<file path="src/rtl/pwm_frame_pkg.sv">
package pwm_frame_pkg;

   typedef enum logic [1:0] {
      RX_IDLE = 2'd0,
      RX_DATA = 2'd1,
      RX_STOP = 2'd2
   } rx_state_e;

   // start bit plus stop bit around the payload
   localparam int FRAME_BITS_OVERHEAD = 2;

endpackage

</file>
<file path="src/rtl/pwm_word_rx.sv">
module pwm_word_rx
   import pwm_frame_pkg::*;
#(
   parameter int DATA_W    = 16,
   parameter bit MSB_FIRST = 1'b1
) (
   input  logic              clk,
   input  logic              rst_n,
   input  logic              run,
   input  logic              ser_in,
   output logic              upd_fire,
   output logic [DATA_W-1:0] upd_data
);

   localparam int IDX_W = $clog2(DATA_W + 1);
   localparam logic [IDX_W-1:0] LAST_IDX = IDX_W'(DATA_W - 1);

   rx_state_e         state;
   logic [IDX_W-1:0]  bit_idx;
   logic [DATA_W-1:0] shreg;
   logic [DATA_W-1:0] shreg_nxt;

   generate
      if (MSB_FIRST) begin : g_msb
         assign shreg_nxt = {shreg[DATA_W-2:0], ser_in};
      end else begin : g_lsb
         assign shreg_nxt = {ser_in, shreg[DATA_W-1:1]};
      end
   endgenerate

   always_ff @(posedge clk) begin
      if (!rst_n) begin
         state   <= RX_IDLE;
         bit_idx <= '0;
         shreg   <= '0;
      end else if (!run) begin
         state   <= RX_IDLE;
         bit_idx <= '0;
      end else begin
         unique case (state)
            RX_IDLE: begin
               bit_idx <= '0;
               if (ser_in) state <= RX_DATA;
            end
            RX_DATA: begin
               shreg <= shreg_nxt;
               if (bit_idx == LAST_IDX) begin
                  state <= RX_STOP;
               end else begin
                  bit_idx <= bit_idx + IDX_W'(1);
               end
            end
            RX_STOP: state <= RX_IDLE;
            default: state <= RX_IDLE;
         endcase
      end
   end

   // a word counts only when the stop bit is low
   assign upd_fire = run && (state == RX_STOP) && !ser_in;
   assign upd_data = shreg;

   a_r6_single_fire: assert property (@(posedge clk) disable iff (!rst_n)
      upd_fire |=> !upd_fire);

   a_r8_stop_low: assert property (@(posedge clk) disable iff (!rst_n)
      upd_fire |-> !ser_in);

endmodule

</file>
<file path="src/rtl/pwm_onbuf.sv">
module pwm_onbuf #(
   parameter int DATA_W = 16
) (
   input  logic              clk,
   input  logic              rst_n,
   input  logic              load_init,
   input  logic [DATA_W-1:0] init_val,
   input  logic              upd_fire,
   input  logic [DATA_W-1:0] upd_data,
   output logic [DATA_W-1:0] buf_val
);

   always_ff @(posedge clk) begin
      if (!rst_n) begin
         buf_val <= '0;
      end else if (load_init) begin
         buf_val <= init_val;
      end else if (upd_fire) begin
         buf_val <= upd_data;
      end
   end

   a_r7_hold_value: assert property (@(posedge clk) disable iff (!rst_n)
      (!load_init && !upd_fire) |=> $stable(buf_val));

endmodule

</file>
<file path="src/rtl/pwm_frame_core.sv">
module pwm_frame_core #(
   parameter int CNT_W     = 16,
   parameter int DATA_W    = 16,
   parameter int MIN_FRAME = 18
) (
   input  logic              clk,
   input  logic              rst_n,
   input  logic              en,
   input  logic [CNT_W-1:0]  frame_len,
   input  logic [DATA_W-1:0] init_on,
   input  logic [DATA_W-1:0] buf_val,
   output logic              starting,
   output logic              active,
   output logic              pwm_out,
   output logic              frame_pulse
);

   localparam logic [CNT_W-1:0] MIN_F = CNT_W'(MIN_FRAME);

   logic [CNT_W-1:0]  x_cnt;
   logic [CNT_W-1:0]  flen;
   logic [DATA_W-1:0] y_cnt;
   logic [CNT_W-1:0]  flen_eff;

   assign flen_eff = (frame_len < MIN_F) ? MIN_F : frame_len;
   assign starting = en && !active;

   always_ff @(posedge clk) begin
      if (!rst_n) begin
         active <= 1'b0;
         x_cnt  <= '0;
         y_cnt  <= '0;
         flen   <= MIN_F;
      end else if (!en) begin
         active <= 1'b0;
         x_cnt  <= '0;
         y_cnt  <= '0;
      end else if (!active) begin
         active <= 1'b1;
         x_cnt  <= '0;
         y_cnt  <= init_on;
         flen   <= flen_eff;
      end else if (x_cnt == flen) begin
         x_cnt  <= '0;
         y_cnt  <= buf_val;
      end else begin
         x_cnt  <= x_cnt + CNT_W'(1);
         if (y_cnt != '0) y_cnt <= y_cnt - DATA_W'(1);
      end
   end

   assign pwm_out     = (y_cnt != '0);
   assign frame_pulse = active && (x_cnt == '0);

   a_r2_count_bound: assert property (@(posedge clk) disable iff (!rst_n)
      active |-> (x_cnt <= flen));

   a_r2_min_length: assert property (@(posedge clk) disable iff (!rst_n)
      active |-> (flen >= MIN_F));

   a_r3_countdown: assert property (@(posedge clk) disable iff (!rst_n)
      (active && en && (x_cnt != flen) && (y_cnt != '0)) |=>
      (y_cnt == $past(y_cnt) - DATA_W'(1)));

   a_r5_first_load: assert property (@(posedge clk) disable iff (!rst_n)
      starting |=> (active && (y_cnt == $past(init_on)) && frame_pulse));

   a_r9_single_pulse: assert property (@(posedge clk) disable iff (!rst_n)
      frame_pulse |=> !frame_pulse);

   a_r10_idle_quiet: assert property (@(posedge clk) disable iff (!rst_n)
      !active |-> (!pwm_out && !frame_pulse));

endmodule

</file>
<file path="src/rtl/pwm_frame_engine.sv">
module pwm_frame_engine
   import pwm_frame_pkg::*;
#(
   parameter int CNT_W     = 16,
   parameter int DATA_W    = 16,
   parameter bit MSB_FIRST = 1'b1
) (
   input  logic              clk,
   input  logic              rst_n,
   input  logic              en,
   input  logic [CNT_W-1:0]  frame_len,
   input  logic [DATA_W-1:0] init_on,
   input  logic              ser_in,
   output logic              pwm_out,
   output logic              frame_pulse
);

   localparam int WORD_LEN = DATA_W + FRAME_BITS_OVERHEAD;

   generate
      if (DATA_W < 2) begin : g_bad_data
         $error("pwm_frame_engine: DATA_W must be at least 2");
      end
      if (CNT_W < $clog2(WORD_LEN + 1)) begin : g_bad_cnt
         $error("pwm_frame_engine: CNT_W cannot hold the minimum frame");
      end
   endgenerate

   logic              starting;
   logic              active;
   logic              upd_fire;
   logic [DATA_W-1:0] upd_data;
   logic [DATA_W-1:0] buf_val;

   pwm_word_rx #(
      .DATA_W    (DATA_W),
      .MSB_FIRST (MSB_FIRST)
   ) u_rx (
      .clk      (clk),
      .rst_n    (rst_n),
      .run      (active && en),
      .ser_in   (ser_in),
      .upd_fire (upd_fire),
      .upd_data (upd_data)
   );

   pwm_onbuf #(
      .DATA_W (DATA_W)
   ) u_buf (
      .clk       (clk),
      .rst_n     (rst_n),
      .load_init (starting),
      .init_val  (init_on),
      .upd_fire  (upd_fire),
      .upd_data  (upd_data),
      .buf_val   (buf_val)
   );

   pwm_frame_core #(
      .CNT_W     (CNT_W),
      .DATA_W    (DATA_W),
      .MIN_FRAME (WORD_LEN)
   ) u_core (
      .clk         (clk),
      .rst_n       (rst_n),
      .en          (en),
      .frame_len   (frame_len),
      .init_on     (init_on),
      .buf_val     (buf_val),
      .starting    (starting),
      .active      (active),
      .pwm_out     (pwm_out),
      .frame_pulse (frame_pulse)
   );

   a_r1_reset_quiet: assert property (@(posedge clk)
      !rst_n |=> (!pwm_out && !frame_pulse));

   a_r6_start_after_en: assert property (@(posedge clk) disable iff (!rst_n)
      (frame_pulse && !$past(active)) |-> $past(en));

endmodule

</file>
<file path="config.mk">
export PLATFORM = sky130hd
export DESIGN_NAME = pwm_frame_engine
export DESIGN_NICKNAME = d
export VERILOG_FILES = /design/src/rtl/pwm_frame_pkg.sv /design/src/rtl/pwm_word_rx.sv /design/src/rtl/pwm_onbuf.sv /design/src/rtl/pwm_frame_core.sv /design/src/rtl/pwm_frame_engine.sv
export SDC_FILE = /design/constraint.sdc
export NUM_CORES = 1
export LEC_CHECK = 0
export ABC_AREA = 1
export BUFFER_PORTS_ARGS = -buffer_cell sky130_fd_sc_hd__buf_2
export CAP_MARGIN = 5
export CORE_MARGIN = 1.5
export CORE_UTILIZATION = 55
export DETAILED_ROUTE_END_ITERATION = 6
export PLACE_DENSITY = 0.82
export SYNTH_ARGS = -nofsm -noshare
export SYNTH_HDL_FRONTEND = slang
export SYNTH_SLANG_ARGS = --single-unit
export TNS_END_PERCENT = 100
</file>
<file path="constraint.sdc">
create_clock -name clk -period 2.04 [get_ports clk]
set_input_delay 0 -clock clk [delete_from_list [all_inputs] [get_ports clk]]
set_output_delay 0 -clock clk [all_outputs]
set_load 0.01 [all_outputs]
</file>
Yosys cells after proc, flatten, opt, wreduce, memory -nomap -nowiden
Index checks and enable logic that the tools add are counted.
- flip-flop bits (word level): 88
- output and inout port bits: 2
- input bits: 36
- muxes and demuxes: 12
- reductions and logical operators: 19
- bitwise gates (word level): 3
- $lt $le $gt $ge: 1
- add/subtract/negate cells: 3
- equal/unequal tests: 8
- operators with widths (operator ; count):
    two-way mux 16 bit ; 6
    adder 16 x 1 -> 16 bit (second input constant) ; 1
    == test 16 bit ; 1
    logical NOT 16 bit ; 1
    < comparator 16 x 5 -> 1 bit (second input constant) ; 1
    nonzero test 16 bit ; 1
    subtractor 16 x 1 -> 16 bit (second input constant) ; 1
    AND reduction 2 bit ; 6
    case mux 5 bit (2 select lines) ; 1
    adder 5 x 1 -> 5 bit (second input constant) ; 1
    == test 5 x 4 -> 1 bit (second input constant) ; 1
    logical AND 1 bit ; 5
    two-way mux 5 bit ; 1
    two-way mux 2 bit ; 2
    != test 2 bit (second input constant) ; 2
    case mux 2 bit (2 select lines) ; 1
    nonzero test 2 bit ; 2
    OR reduction 4 bit ; 1
    != test 3 bit (second input constant) ; 1
    NOT 1 bit ; 3
    == test 2 x 1 -> 1 bit (second input constant) ; 1
    == test 2 bit (second input constant) ; 1
    logical NOT 1 bit ; 2
    logical NOT 2 bit ; 1
    other kinds (2) ; 2

Longest topological paths before layout
- depth after elaboration: 5
- mapped depth: 12

Modules after synthesis
Synthesis repeated with hierarchy kept, for this count alone.
- cell total of the unflattened synthesis: 762
- area, all modules: 4868.4 sq um
- modules (own cells, without submodules) (module ; instances ; area an instance (sq um) ; cells each ; seq. area each (sq um)):
    pwm_frame_core ; 1 ; 3138.0 ; 518 ; 980.9
    pwm_word_rx ; 1 ; 915.9 ; 120 ; 460.4
    pwm_onbuf ; 1 ; 807.0 ; 122 ; 320.3
    pwm_frame_engine ; 1 ; 7.5 ; 2 ; 0.0

Worst setup path after synthesis
Ideal clock, no wire load.
- kind: register to register
- start point: register u_core.y_cnt[0]
- end point: register u_core.y_cnt[3]
- setup time: 113 ps
- stages on the path, launching flop included: 11
- data arrival time: 1527 ps
- path slack: 400 ps
- cell sequence: dfxtp_1 > inv_1 > ha_1 > nand3_1 > inv_1 > nand2_1 > nor2_1 > nand3_4 > nand2_4 > buf_6 > nor2_2
- word-level cells in the longest chain between the ends: 4
- RTL lines (element ; line ; source):
    from (decl) ; pwm_frame_core.sv:22 ; logic [DATA_W-1:0] y_cnt;
    from (signal assigned) ; pwm_frame_core.sv:41 ; y_cnt <= init_on;
    from (signal assigned) ; pwm_frame_core.sv:45 ; y_cnt <= buf_val;
    from (signal assigned) ; pwm_frame_core.sv:48 ; if (y_cnt != '0) y_cnt <= y_cnt - DATA_W'(1);
    subtractor 16 x 1 -> 16 bit ; pwm_frame_core.sv:48 ;
    two-way mux 16 bit ; pwm_frame_core.sv:48 ;
    two-way mux 16 bit ; pwm_frame_core.sv:43 ; end else if (x_cnt == flen) begin
    two-way mux 16 bit ; pwm_frame_core.sv:38 ; end else if (!active) begin
Several ways; a longest one is shown, not always the timed one. The select of a mux whose other input is x is not followed.
A chain may end at the register's enable or synchronous reset.

Worst setup path after layout
- start point: register u_core.x_cnt[13]
- end point: register u_core.x_cnt[6]
- word-level cells in the longest chain between the ends: 2
- RTL lines (element ; line ; source):
    from (decl) ; pwm_frame_core.sv:20 ; logic [CNT_W-1:0] x_cnt;
    from (signal assigned) ; pwm_frame_core.sv:47 ; x_cnt <= x_cnt + CNT_W'(1);
    == test 16 bit ; pwm_frame_core.sv:43 ;
    OR reduction 4 bit (no source line) ; - ;
No other way between the ends.

==> metrics <==
Placement Setup Slack 0.125 ns; post-detail-place hpwl 8000 um; number of vias per cell 5.48; combinational power share 16.7%; Max Fclk 539 MHz; largest net degree at the start of global routing 43; register area share after synthesis 38.1%; area added between synthesis and finish 18.7%; Setup violations, final 0; mapped cell area 4630 sq um; synthesis-stage register bit count 88; crit path time final 1.85 ns; Post-synth EDFFs 0; CTS sink cnt 88; Die X 94.7 um; total wire length 12,300 um; clk_lat worst skew 0.37 ns; Switching Share 28.2%; leakage 2.46 nW; post-synth top area cell dfxtp_1; Power, Total 3.86 mW; IO buf count 37; Syn Nets 733; share of layout cells above drive strength 1 12.9%; Slew @ Worst Pin 0.458 ns; HP Class in -> reg; DRC 0; Tcrit/Tclk final 90.9%; nets 801; max_slew headroom 69.3%; vias in the first global route 4,432; Max Clock Skew 0.0125 ns; sequential share of power 47.4%; Pins Over Slew Limit 0; initial antenna violation count 0; P_sw 1.09 mW; top cells by area, synth dfxtp_1 (38%), nand2_1 (15%), nor2_1 (8.0%); Hold WS 0.0188 ns; drt first-iter violations 544; fin util 67.2%; Clock Pin Slew Worst Setup and Hold Paths 0.09 ns; routed length per instance 14.2 um; final worst slack 0.185 ns; CTS tree done; arrival time worst endpoint 2.12 ns; WP data required 2.31 ns; I/O pin total 38; WS Path Type reg -> reg; Die ar. 8970 sq um; 1st-pass router iterations 7; top cells by count, synth nand2_1 (185), nor2_1 (99), dfxtp_1 (88); Final ANT Viol Nets 0; syn avg cell area 6.69 sq um; Vias 4,766; post-synth top area share 38.1%; core box area 8180 sq um; Top FF cell, synth dfxtp_1; Die Y 94.7 um; Worst Setup Start Kind register; outcome finished, final reports clean; n_diodes 0; P_int 2.77 mW; GP Congestion 0.890; first-pass GRT wire length 20,400 um; CTS Buffer Depth 2; H-tree depth 3; Hold Fails Final Rpt 0; Max-Cap Viols 0; Distinct cells, synth 36; FFs w/ async S/R, synth 0%; count leader, synth nand2_1; Power Density 703 nW/um^2; CTS root buffer clkbuf_8; global route total overflow 0; total track usage 29.0%; number of CTS-inserted buffers 9; Max IR drop VDD 0.000466 V; endpoint type of the worst setup path register; clock share of power 35.9%; crit-path max FO 17; FP Rows 33; Mapped Cells 692; Starting Density 56.6%; synthesis warning total 0
-- what timing repair did --
action | 4_1_cts | 5_1_grt
gates resized for setup | 0 | 6
hold endpoints to repair | 47 | 0
setup endpoints to repair | 0 | 16
hold buffers | 33 | 0
buffers inserted | 0 | 0
-- path summary, 6_finish.rpt --
kind | startpoint | endpoint | slack, ns | cells past startpoint
worst max-delay path | u_core.x_cnt[13] | u_core.x_cnt[6] | 0.19 | 10
worst min-delay path | rst_n | u_core.active | 0.02 | 3
worst max register to register | u_core.x_cnt[13] | u_core.x_cnt[6] | 0.19 | 10
worst min register to register | u_rx.upd_data[15] | u_rx.upd_data[15] | 0.45 | 2
-- routing by layer --
metal	share of wire (%)	track usage, %
met5	0	0
met4	3.6	11.7
met3	6.0	4.27
met2	47	48.1
met1	43	37.5
-- flip-flops by register name (all words and copies together), names as in the netlist --
register,flops
u_rx.state,2
u_core.y_cnt,16
u_rx.bit_idx,5
u_core.x_cnt,16
u_rx.upd_data,16
u_buf.buf_val,16
u_core.flen,16
u_core.active,1
-- critical path, cell delays in order (launching register included) --
cell and delay (ns):
dfxtp_1 0.35, inv_1 0.12, nand2_1 0.06, nand2_1 0.05, nor2_1 0.04, nand2_1 0.21, nor2_8 0.07, nand2_4 0.20
nand2_1 0.24, buf_12 0.22, a211oi_1 0.20
-- through the flow --
step	instances	TNS [ns]	cell area, sq um
after detailed placement	821	0	4920
after CTS	870	0	5480
after global routing	870	-0.0669	5490
final	870	0	5490
after global placement	821	0	4920
after floorplan	692	0	4630
-- placed cells by master (no fill, tap or decap), types with 3 or more instances in the layout --
cell           count
nor2_1            96
dlygate4sd3_1     33
o21ai_0           41
xor2_1            11
a21oi_1           30
dfxtp_1           86
ha_1               5
inv_2              8
nand3_1           29
nand2_2            3
nand3b_1          13
clkbuf_8          10
nor3_1             8
a211oi_1           8
buf_2             37
inv_1             72
nand2_1          185
a31oi_1           16
buf_4             10
o21ai_1            4
xnor2_1            6
nand4_1           13
nor2_2             8
a21oi_2            6
-- cell families after synthesis --
family                   after synthesis  share of synthesized area, %
flip-flops                            88                          38.1
buffers and inverters                106                          9.22
adder cells (fa/ha/maj)                5                          1.35
XOR/XNOR                              17                          3.22
AO/OA/AOI/OAI                        110                          13.5
AND/OR/NAND/NOR                      366                          34.7
-- power by group through the flow --
stage	combinational, mW	sequential [mW]	clock (mW)
after global routing	0.716	1.84	1.46
after detailed placement	0.565	1.87	0
after global placement	0.549	1.87	0
final	0.644	1.83	1.39
after floorplan	0.423	1.86	0
after CTS	0.619	1.83	1.38
-- cell type report --
type                       count  area [sq um]
clock inverter                 6          90.1
timing repair buffer          81           611
multi-input combinational    498          2450
clock buffer                  10           138
sequential                    88          1760
tap                          105           131
inverter                      82           308
fill                         663          2680
(Power assumes the default switching activity.)
